### src/rtl/rsp_err_fifo.sv
module rsp_err_fifo #(
  parameter int DEPTH = 4,
  parameter int W     = 10
) (
  input  logic         clk,
  input  logic         rst_n,
  input  logic         push,
  input  logic [W-1:0] din,
  input  logic         pop,
  output logic         head_vld,
  output logic [W-1:0] head,
  output logic         ovf
);
  localparam int AW = (DEPTH > 1) ? $clog2(DEPTH) : 1;
  localparam int CW = $clog2(DEPTH + 1);

  logic [W-1:0]  mem_q [DEPTH];
  logic [W-1:0]  mem_n [DEPTH];
  logic [AW-1:0] wr_q, wr_n, rd_q, rd_n;
  logic [CW-1:0] cnt_q, cnt_n;
  logic          do_push, do_pop, full;

  function automatic logic [AW-1:0] nxt(input logic [AW-1:0] p);
    return (p == AW'(DEPTH - 1)) ? '0 : p + AW'(1);
  endfunction

  always_comb begin
    full    = (cnt_q == CW'(DEPTH));
    do_pop  = pop && (cnt_q != '0);
    do_push = push && (!full || do_pop);
    ovf     = push && !do_push;
    mem_n   = mem_q;
    wr_n    = wr_q;
    rd_n    = rd_q;
    cnt_n   = cnt_q;
    if (do_push) begin
      mem_n[wr_q] = din;
      wr_n        = nxt(wr_q);
    end
    if (do_pop) rd_n = nxt(rd_q);
    if (do_push && !do_pop) cnt_n = cnt_q + CW'(1);
    if (do_pop && !do_push) cnt_n = cnt_q - CW'(1);
  end

  always_ff @(posedge clk or negedge rst_n) begin
    if (!rst_n) begin
      for (int i = 0; i < DEPTH; i++) mem_q[i] <= '0;
      wr_q  <= '0;
      rd_q  <= '0;
      cnt_q <= '0;
    end else begin
      mem_q <= mem_n;
      wr_q  <= wr_n;
      rd_q  <= rd_n;
      cnt_q <= cnt_n;
    end
  end

  assign head_vld = (cnt_q != '0);
  assign head     = head_vld ? mem_q[rd_q] : '0;

  // occupancy never exceeds the depth
  assert_no_overflow_R8: assert property (@(posedge clk) disable iff (!rst_n)
    cnt_q <= CW'(DEPTH));
  // a push into an empty queue makes the head valid
  assert_head_visible_R7: assert property (@(posedge clk) disable iff (!rst_n)
    (push && !head_vld) |=> head_vld);
endmodule

### config.mk
export PLATFORM = sky130hd
export DESIGN_NAME = rsp_err_fifo
export DESIGN_NICKNAME = d
export VERILOG_FILES = /design/src/rtl/rsp_err_fifo.sv
export SDC_FILE = /design/constraint.sdc
export NUM_CORES = 1
export LEC_CHECK = 0
export BUFFER_PORTS_ARGS = -buffer_cell sky130_fd_sc_hd__buf_4
export CORE_MARGIN = 2
export CORE_UTILIZATION = 50
export DETAILED_ROUTE_END_ITERATION = 7
export GPL_TIMING_DRIVEN = 0
export PLACE_DENSITY_LB_ADDON = 0.15
export SYNTH_ARGS = -nofsm -noshare
export SYNTH_HDL_FRONTEND = slang
export SYNTH_SLANG_ARGS = --single-unit
### constraint.sdc
create_clock -name clk -period 4.4 [get_ports clk]
set_input_delay 0.88 -clock clk [delete_from_list [all_inputs] [get_ports clk]]
set_output_delay 0.88 -clock clk [all_outputs]
set_load 0.05 [all_outputs]
---- Word level (Yosys, flattened, before mapping) ----
Cells that the tools add are included.
Widths: inputs -> output; s select.
word-level totals
  output and inout port bits .............. 12
  input port bits ......................... 14
  bits in registers ....................... 47
cells by class
  add/subtract/negate cells ............... 4
  multiplexer cells ....................... 11
  equality and inequality tests ........... 3
  bitwise gates (word level) .............. 2
  $lt $le $gt $ge ......................... 3
  reduce and logical (&&, ||, !) cells .... 12
operators with widths
  cell                 count
  $bwmux 40            1
  $mux 10              4
  $bmux 10 s2          1
  $demux 10 s2         1
  $ge 3x3->1 const B   2
  $logic_and 1x1->1    6
  $mux 3               2
  $not 2->3            2
  $add 2x1->2 const B  2
  $eq 2x2->1 const B   2
  $mux 2               2
  $add 3x1->3 const B  1
  $eq 3x3->1 const B   1
  $logic_not 1->1      3
  $lt 3x1->1 const B   1
  $reduce_bool 3->1    1
  $sub 3x1->3 const B  1
  $reduce_bool 2->1    1
  $logic_or 1x1->1     1

---- Logic depth before layout (Yosys ltp) ----
Gate-level depths: netlist of the first run.
  word-level depth ........................ 7
  depth in mapped cells ................... 8

---- Worst setup path after synthesis of the first run ----
Ideal clock, no wire load.
  path kind ............................... input to output
  from .................................... input pop
  to ...................................... output ovf
  path buffers ............................ 0
  arrival time ............................ 1.730 ns
  stages .................................. 2
  path slack .............................. 1.790 ns
  path through ............................ nor4b_4 -> and2_1
between the ends
  cells in the longest elaborated chain, start to end .. 5
ends and longest elaborated chain
  item               RTL line  text
  from (decl)        9         input logic pop,
  $logic_and 1x1->1  29        do_pop = pop && (cnt_q != '0);
  $logic_or 1x1->1   30        do_push = push && (!full || do_pop);
  $logic_and 1x1->1  30
  $logic_not 1->1    31        ovf = push && !do_push;
  $logic_and 1x1->1  31
  to (decl)          12        output logic ovf
Every way passes these cells.

---- Worst setup path in the final report of the first run ----
  from .................................... register rd_q[1]
  to ...................................... output head[7]
between the ends
  cells in the longest elaborated chain, start to end .. 5
ends and longest elaborated chain
  item                                        RTL line  text
  from (decl)                                 19        logic [AW-1:0] wr_q, wr_n, rd_q, rd_n;
  from (signal assigned)                      54        rd_q <= rd_n;
  $not 2->3 (not written as such)             60        assign head = head_vld ? mem_q[rd_q] : '0;
  $bmux 10 s2                                 60
  $mux 10 (not written as such) (2 in a row)  60
  $mux 10                                     60
  to (decl)                                   11        output logic [W-1:0] head,
Every way passes these cells. The select of a mux whose other input is x is not followed.

==> summary.txt, run 1 <==
Setup path
  – WP data required: 3.52 ns
  – Critical path launch point type: flip-flop
  – Crit-path slowest cell: clkbuf_1
  – CP bufs+invs: 2
  – Crit path kind: reg -> out
  – Kind of cell adding the most delay to the critical path: buffers and inverters
  – Critical Path Sink Type: primary output
  – Crit-path max FO: 10
  – Crit path DAT: 1.94 ns
  – Cells along the critical path: clkbuf_1 -> mux4_2 -> and2_1 -> buf_4
  – Slowest stage delay, CP: 0.51 ns

Detailed routing
  – Avg WL per Cell: 17.8 µm
  – DRC: 0
  – Vias: 1281
  – First-pass detailed-route iteration total: 4
  – DRT iter0 DRCs: 87
  – Antenna-violating nets left: 0
  – Final wirelength: 4100 µm
  – Vias/cell: 5.57

Floorplan
  – DIE HEIGHT: 70.7 µm
  – Core area: 4320 µm²
  – Starting density of the core: 0.514
  – FP Rows: 24
  – Number of top-level pins: 26
  – Full die area: 5000 µm²
  – Die W: 70.7 µm

STA
  – Final hold slack: 0.490 ns
  – Tcrit/Tclk final: 0.640
  – Final hold violations: 0
  – Slew Viols, Final: 0
  – Max Clock Skew: 0.00433 ns
  – Max Clk Rate: 355 MHz
  – RSZ-0062 raised after global routing: false
  – Final TNS setup: 0 ns
  – Slew HR: 0.548
  – Minimum clock period: 2.82 ns
  – Finish-stage setup viols: 0
  – Worst-margin pin slew: 0.677 ns

GRT
  – First-pass GRT wire length: 7210 µm
  – GRT overflow: 0
  – Antenna violations before repair: 0
  – Largest net degree at the start of global routing: 48
  – Vias in the first global route: 1463
  – GRT Total Usage: 0.190

Yosys
  – Post-Syn Area per Cell: 15.2 µm²
  – Syn Nets: 167
  – Simple-Gate Fraction of Synth Area: 0.0731
  – Mux contribution to synthesized area: 0.328
  – Fraction of the yosys area taken by sequential cells: 0.529
  – Synth warnings: 0
  – Yosys reg bits: 47
  – Main combinational cell family by area after synthesis: multiplexers
  – Synth unique cells: 18
  – Synth Area in Adders: 0.0427
  – XOR/XNOR share of the synthesized area: 0.0118
  – Post-Syn Instances: 146
  – Compound-Gate Fraction of Synth Area: 0
  – Mapped cell area: 2220 µm²

Clock tree
  – Root buf cell: clkbuf_8
  – Clock-pin slew on the worst setup and hold paths: 0.08 ns
  – CTS max path bufs: 2
  – CTS buffer count: 5
  – CTS tree: done
  – Post_cts resized: 0
  – Hold buffer count at cts: 0
  – Level count of the clock H-tree: 2
  – Worst-skew pair later-pin latency: 0.30 ns
  – Post-CTS Repair Setup Buffers: 0
  – CTS sink cnt: 47

Cells and area
  – Ant. Diodes: 0
  – Most frequent cells in the layout: dfrtp_1 (47), mux2_2 (44), buf_4 (26), and2_1 (12), mux4_2 (10)
  – Leading cell type in the layout, fill and taps excluded: dfrtp_1
  – Synthesis-to-layout area growth: 15.3%
  – Share of cells above drive strength 1: 0.517
  – Final nets: 199
  – Final core utilization: 0.593

Run status
  – Status: finished, final reports clean

Hold path
  – Hold Path Class: reg -> reg

Placed design
  – HPWL Detailed: 2850 µm
  – GPL Wtd Cong: 0.690
  – IO Port Bufs: 25

Job
  – Max Cap Viol: 0
cell families (layout without fill, tap and decap cells):
group                      count (synthesis)  count (layout)
muxes                                     55              55
DFF                                       47              47
and+or+nand+nor                           26              26
buffers and inverters                      8              40
adders and majority gates                  7               7
xor gates and xnor gates                   3               3
state kept, by name, indices dropped and copies added (netlist names):
register / flops
cnt_q: 3
mem_q: 40
rd_q: 2
wr_q: 2
synth_stat cells:
| cell type | number | share of area |
|---|---|---|
| and2_1 | 12 | 0.034 |
| buf_4 | 1 | 0.0034 |
| clkbuf_1 | 2 | 0.0034 |
| dfrtp_1 | 47 | 0.53 |
| fa_1 | 1 | 0.0090 |
| ha_1 | 6 | 0.034 |
| inv_1 | 5 | 0.0084 |
| mux2_2 | 44 | 0.22 |
| mux2i_1 | 1 | 0.0045 |
| mux4_2 | 10 | 0.10 |
| nand2_1 | 4 | 0.0067 |
| nand2b_1 | 1 | 0.0028 |
| nor2_1 | 3 | 0.0051 |
| nor2_2 | 4 | 0.011 |
| nor4b_4 | 1 | 0.011 |
| or3_1 | 1 | 0.0028 |
| xnor2_1 | 1 | 0.0039 |
| xor2_1 | 2 | 0.0079 |
cell type report:
cell class	count	area, µm²
plain buffers	3	15.0
clock buffers	6	82.6
clock inverters	1	5.00
fillers	366	1760
inverters	5	18.8
multi-input cells	91	1010
flip-flops and latches	47	1180
well taps	52	65.1
repair buffers	25	188
per-stage QoR:
stage,worst slack [ns],cells,cell area [µm²]
finish,1.58,230,2560
global route,1.47,230,2560
CTS,1.55,230,2560
detailed placement,1.61,223,2480
global placement,1.64,223,2480
floorplan,1.79,146,2220
layer usage:
metal | GRT usage | vias to the layer above | wire [µm]
met3 | 0.0470 | 10 | 168
met5 | 0 | - | 0
met4 | 0.0797 | 0 | 92
met1 | 0.226 | 666 | 1710
met2 | 0.329 | 26 | 2130
li1 | - | 579 | -
worst paths after layout:
check | startpoint | to | slack, ns | depth (start not counted)
max in group asynchronous | rst_n | rd_q[1] | 3.41 | 1
worst max register to register | cnt_q[0] | cnt_q[2] | 2.13 | 8
worst min-delay path | cnt_q[2] | cnt_q[2] | 0.49 | 1
min in group asynchronous | rst_n | mem_q[4] | 0.59 | 1
worst max-delay path | rd_q[1] | head[7] | 1.58 | 4
worst min register to register | cnt_q[2] | cnt_q[2] | 0.49 | 1
Power of run 1 is not shown: default switching activity piles up to over one toggle a cycle in this logic, so the estimate is an artifact.
==> run 2: changes to the inputs <==
--- a/config.mk
+++ b/config.mk
@@ -5,6 +5,7 @@
 export SDC_FILE = /design/constraint.sdc
 export NUM_CORES = 1
 export LEC_CHECK = 0
+export ABC_AREA = 1
 export BUFFER_PORTS_ARGS = -buffer_cell sky130_fd_sc_hd__buf_4
 export CORE_MARGIN = 2
 export CORE_UTILIZATION = 50
==> constraint.sdc (replaced) <==
create_clock -name clk -period 2.41 [get_ports clk]
set_input_delay 0.482 -clock clk [delete_from_list [all_inputs] [get_ports clk]]
set_output_delay 0.482 -clock clk [all_outputs]
set_load 0.05 [all_outputs]
==> run 2 against run 1 <==
Against the previous run: via count up 81%; flip-flop and latch count is the same; synthesized area up 17%; sequential share of layout area shrank 6.2 points; critical path type unchanged; die area rose by 16%; hold slack worse by 0.30 ns; synthesized cell count rose by 130%; non-clock buffer count up 15.
==> summary.txt, run 2 <==
Run status
  – Status: finished, final reports clean

Cells and area
  – Most frequent cells in the layout: nand2_1 (152), dfrtp_1 (47), nand4_1 (40), inv_1 (31), buf_4 (25)
  – Area of the multi-input gates: 1170 µm²
  – Final nets: 388
  – Top Registers: mem_q x40, cnt_q x3
  – FF/Latch Area: 1180 µm²
  – Leading cell type in the layout, fill and taps excluded: nand2_1
  – Share of cells above drive strength 1: 0.161
  – Ant. Diodes: 0
  – Most flops, register: mem_q
  – Fillers: 507
  – Synthesis-to-layout area growth: 13.6%
  – Number of flip-flops under the largest register name: 40

Detailed routing
  – Antenna-violating nets left: 0
  – DRT iter0 DRCs: 223
  – Met2 routed WL: 3150 µm
  – Metal3 WL: 298 µm
  – Final wirelength: 6700 µm
  – Top sig layer: met4
  – DRT met1 WL: 3130 µm
  – Vias: 2320
  – DRC: 0
  – Avg WL per Cell: 15.3 µm
  – First-pass detailed-route iteration total: 4
  – Vias/cell: 5.31

STA
  – Slew HR: 0.595
  – Max Clock Skew: 0.00885 ns
  – Slew Viols, Final: 0
  – Final hold violations: 0
  – Worst-margin pin slew: 0.608 ns
  – Setup ws final: 0.208 ns
  – Final TNS setup: 0 ns
  – Final hold slack: 0.189 ns
  – Finish-stage setup viols: 0
  – Max Clk Rate: 454 MHz
  – RSZ-0062 raised after global routing: false
  – Tcrit/Tclk final: 0.914
  – Minimum clock period: 2.20 ns

Power
  – Peak supply drop: 1.01 mV
  – Sequential share of power: 0.312
  – Clock share of power: 0.112
  – P_leak: 1.63 nW
  – Internal Pwr Total: 2.20 mW
  – Combinational Power Share: 0.576
  – PwrDens: 1490 nW/µm²
  – Sw Ratio: 0.501
  – P_sw: 2.21 mW

Floorplan
  – DIE HEIGHT: 76.3 µm
  – Starting density of the core: 0.515
  – Die W: 76.3 µm
  – Full die area: 5820 µm²
  – Core area: 5070 µm²
  – Number of top-level pins: 26
  – FP Rows: 26

Yosys
  – Post-Syn Area per Cell: 7.77 µm²
  – Mapped cell area: 2610 µm²
  – Synth area leaders: dfrtp_1 (45%), nand2_1 (22%), nand4_1 (9.6%)
  – Count leader, synth: nand2_1
  – Post-Syn Instances: 336
  – Synth cell count leaders: nand2_1 (152), dfrtp_1 (47), nand4_1 (40), inv_1 (31), buf_2 (13)
  – Synth warnings: 0
  – Post-synth EDFFs: 0
  – Fraction of the yosys area taken by sequential cells: 0.450
  – Yosys reg bits: 47
  – Share of the synthesized area in the top cell type: 0.450
  – Synth async-reset ratio: 1.00
  – Top_reg_cell synth: dfrtp_1
  – Area leader, netlist: dfrtp_1
  – Synth unique cells: 23
  – Syn Nets: 357

Setup path
  – Cells along the critical path: inv_1 -> buf_2 -> nand2_1 -> nand2_1 -> nand2_1 -> a21oi_1 -> buf_4
  – Top cell by count, worst path: nand2_1
  – CP endpoint: head[4]
  – Crit path DAT: 1.72 ns
  – RR Startpoint: cnt_q[1]
  – Worst reg2reg path depth: 10
  – Crit-path max FO: 10
  – Critical path launch point type: flip-flop
  – Reg2Reg Setup Slack: 0.45 ns
  – Crit path kind: reg -> out
  – Slowest stage delay, CP: 0.45 ns
  – WP data required: 1.93 ns
  – Critical Path Sink Type: primary output
  – Crit-path slowest cell: dfrtp_1
  – CP startpoint: rd_q[0]
  – Reg2reg end: cnt_q[2]

Clock tree
  – CTS tree: done
  – CTS max path bufs: 2
  – CTS buffer count: 5
  – CTS sink cnt: 47
  – Level count of the clock H-tree: 2
  – Clock-pin slew on the worst setup and hold paths: 0.09 ns
  – Post-CTS Repair Setup Buffers: 0
  – Hold buffer count at cts: 0
  – Worst-skew pair later-pin latency: 0.30 ns
  – Post_cts resized: 0
  – Root buf cell: clkbuf_8

Placed design
  – Setup WS pre-CTS: 0.286 ns
  – HPWL Detailed: 4580 µm
  – IO Port Bufs: 24
  – GPL Wtd Cong: 0.812

Hold path
  – Hold Path Class: in -> async

GRT
  – Vias in the first global route: 2243
  – First-pass GRT wire length: 11200 µm
  – GRT Total Usage: 0.245
  – GRT overflow: 0
  – Largest net degree at the start of global routing: 48
  – Antenna violations before repair: 0

Job
  – Max Cap Viol: 0
[run 2: worst min path at each step]
stage / start / endpoint / cells past startpoint
global route: rst_n / mem_q[31] / 1
floorplan: rst_n / cnt_q[0] / 0
CTS: rst_n / mem_q[26] / 1
detailed placement: mem_q[32] / mem_q[32] / 2
global placement: mem_q[0] / mem_q[0] / 2
finish: rst_n / mem_q[26] / 1
[run 2: routing by layer]
metal  global-route usage  vias to the layer above
met1                0.349                     1117
met3               0.0320                       12
met4                0.100                        0
met2                0.379                       54
met5                    0                        -
li1                     -                     1137
[run 2: power by group through the flow]
| stage | logic [mW] | clock network, mW | registers [mW] |
|---|---|---|---|
| after floorplan | 1.88 | 0 | 1.33 |
| after detailed placement | 2.54 | 0 | 1.39 |
| after global routing | 2.81 | 0.536 | 1.41 |
| after global placement | 2.51 | 0 | 1.37 |
| after CTS | 2.55 | 0.497 | 1.37 |
| final | 2.54 | 0.494 | 1.38 |
[run 2: kinds of logic (layout without fill, tap and decap cells)]
group           Yosys count  after routing  share of synthesized area
xor+xnor                  2              2                    0.00671
buf+inv                  52             83                      0.102
simple gates            215            215                      0.380
fa+ha+maj                 7              7                     0.0364
compound gates           13             13                     0.0249
flops                    47             47                      0.450
[run 2: worst max-delay path, delay by kind of cell (launching register included)]
kind	cells	cell delay, ns
buffers and inverters	3	0.56
DFF	1	0.45
and+or+nand+nor	3	0.22
AOI/OAI and AO/OA	1	0.19
[run 2: layout make-up]
class / count / area share
multi-input combinational: 237 / 0.394
inverter: 33 / 0.0418
clock inverter: 1 / 0.00169
clock buffer: 6 / 0.0278
timing repair buffer: 24 / 0.0607
sequential: 47 / 0.396
buffer: 19 / 0.0477
tap: 70 / 0.0295
[run 2: per-stage QoR]
stage	util	instances	total power, mW	instance area (µm²)
after floorplan	-	336	3.22	2610
after global placement	0.567	430	3.88	2880
after detailed placement	0.567	430	3.92	2880
after CTS	0.585	437	4.42	2970
after global routing	0.585	437	4.76	2970
final	0.585	437	4.41	2970
No activity file was read; power rests on OpenSTA's default activity.
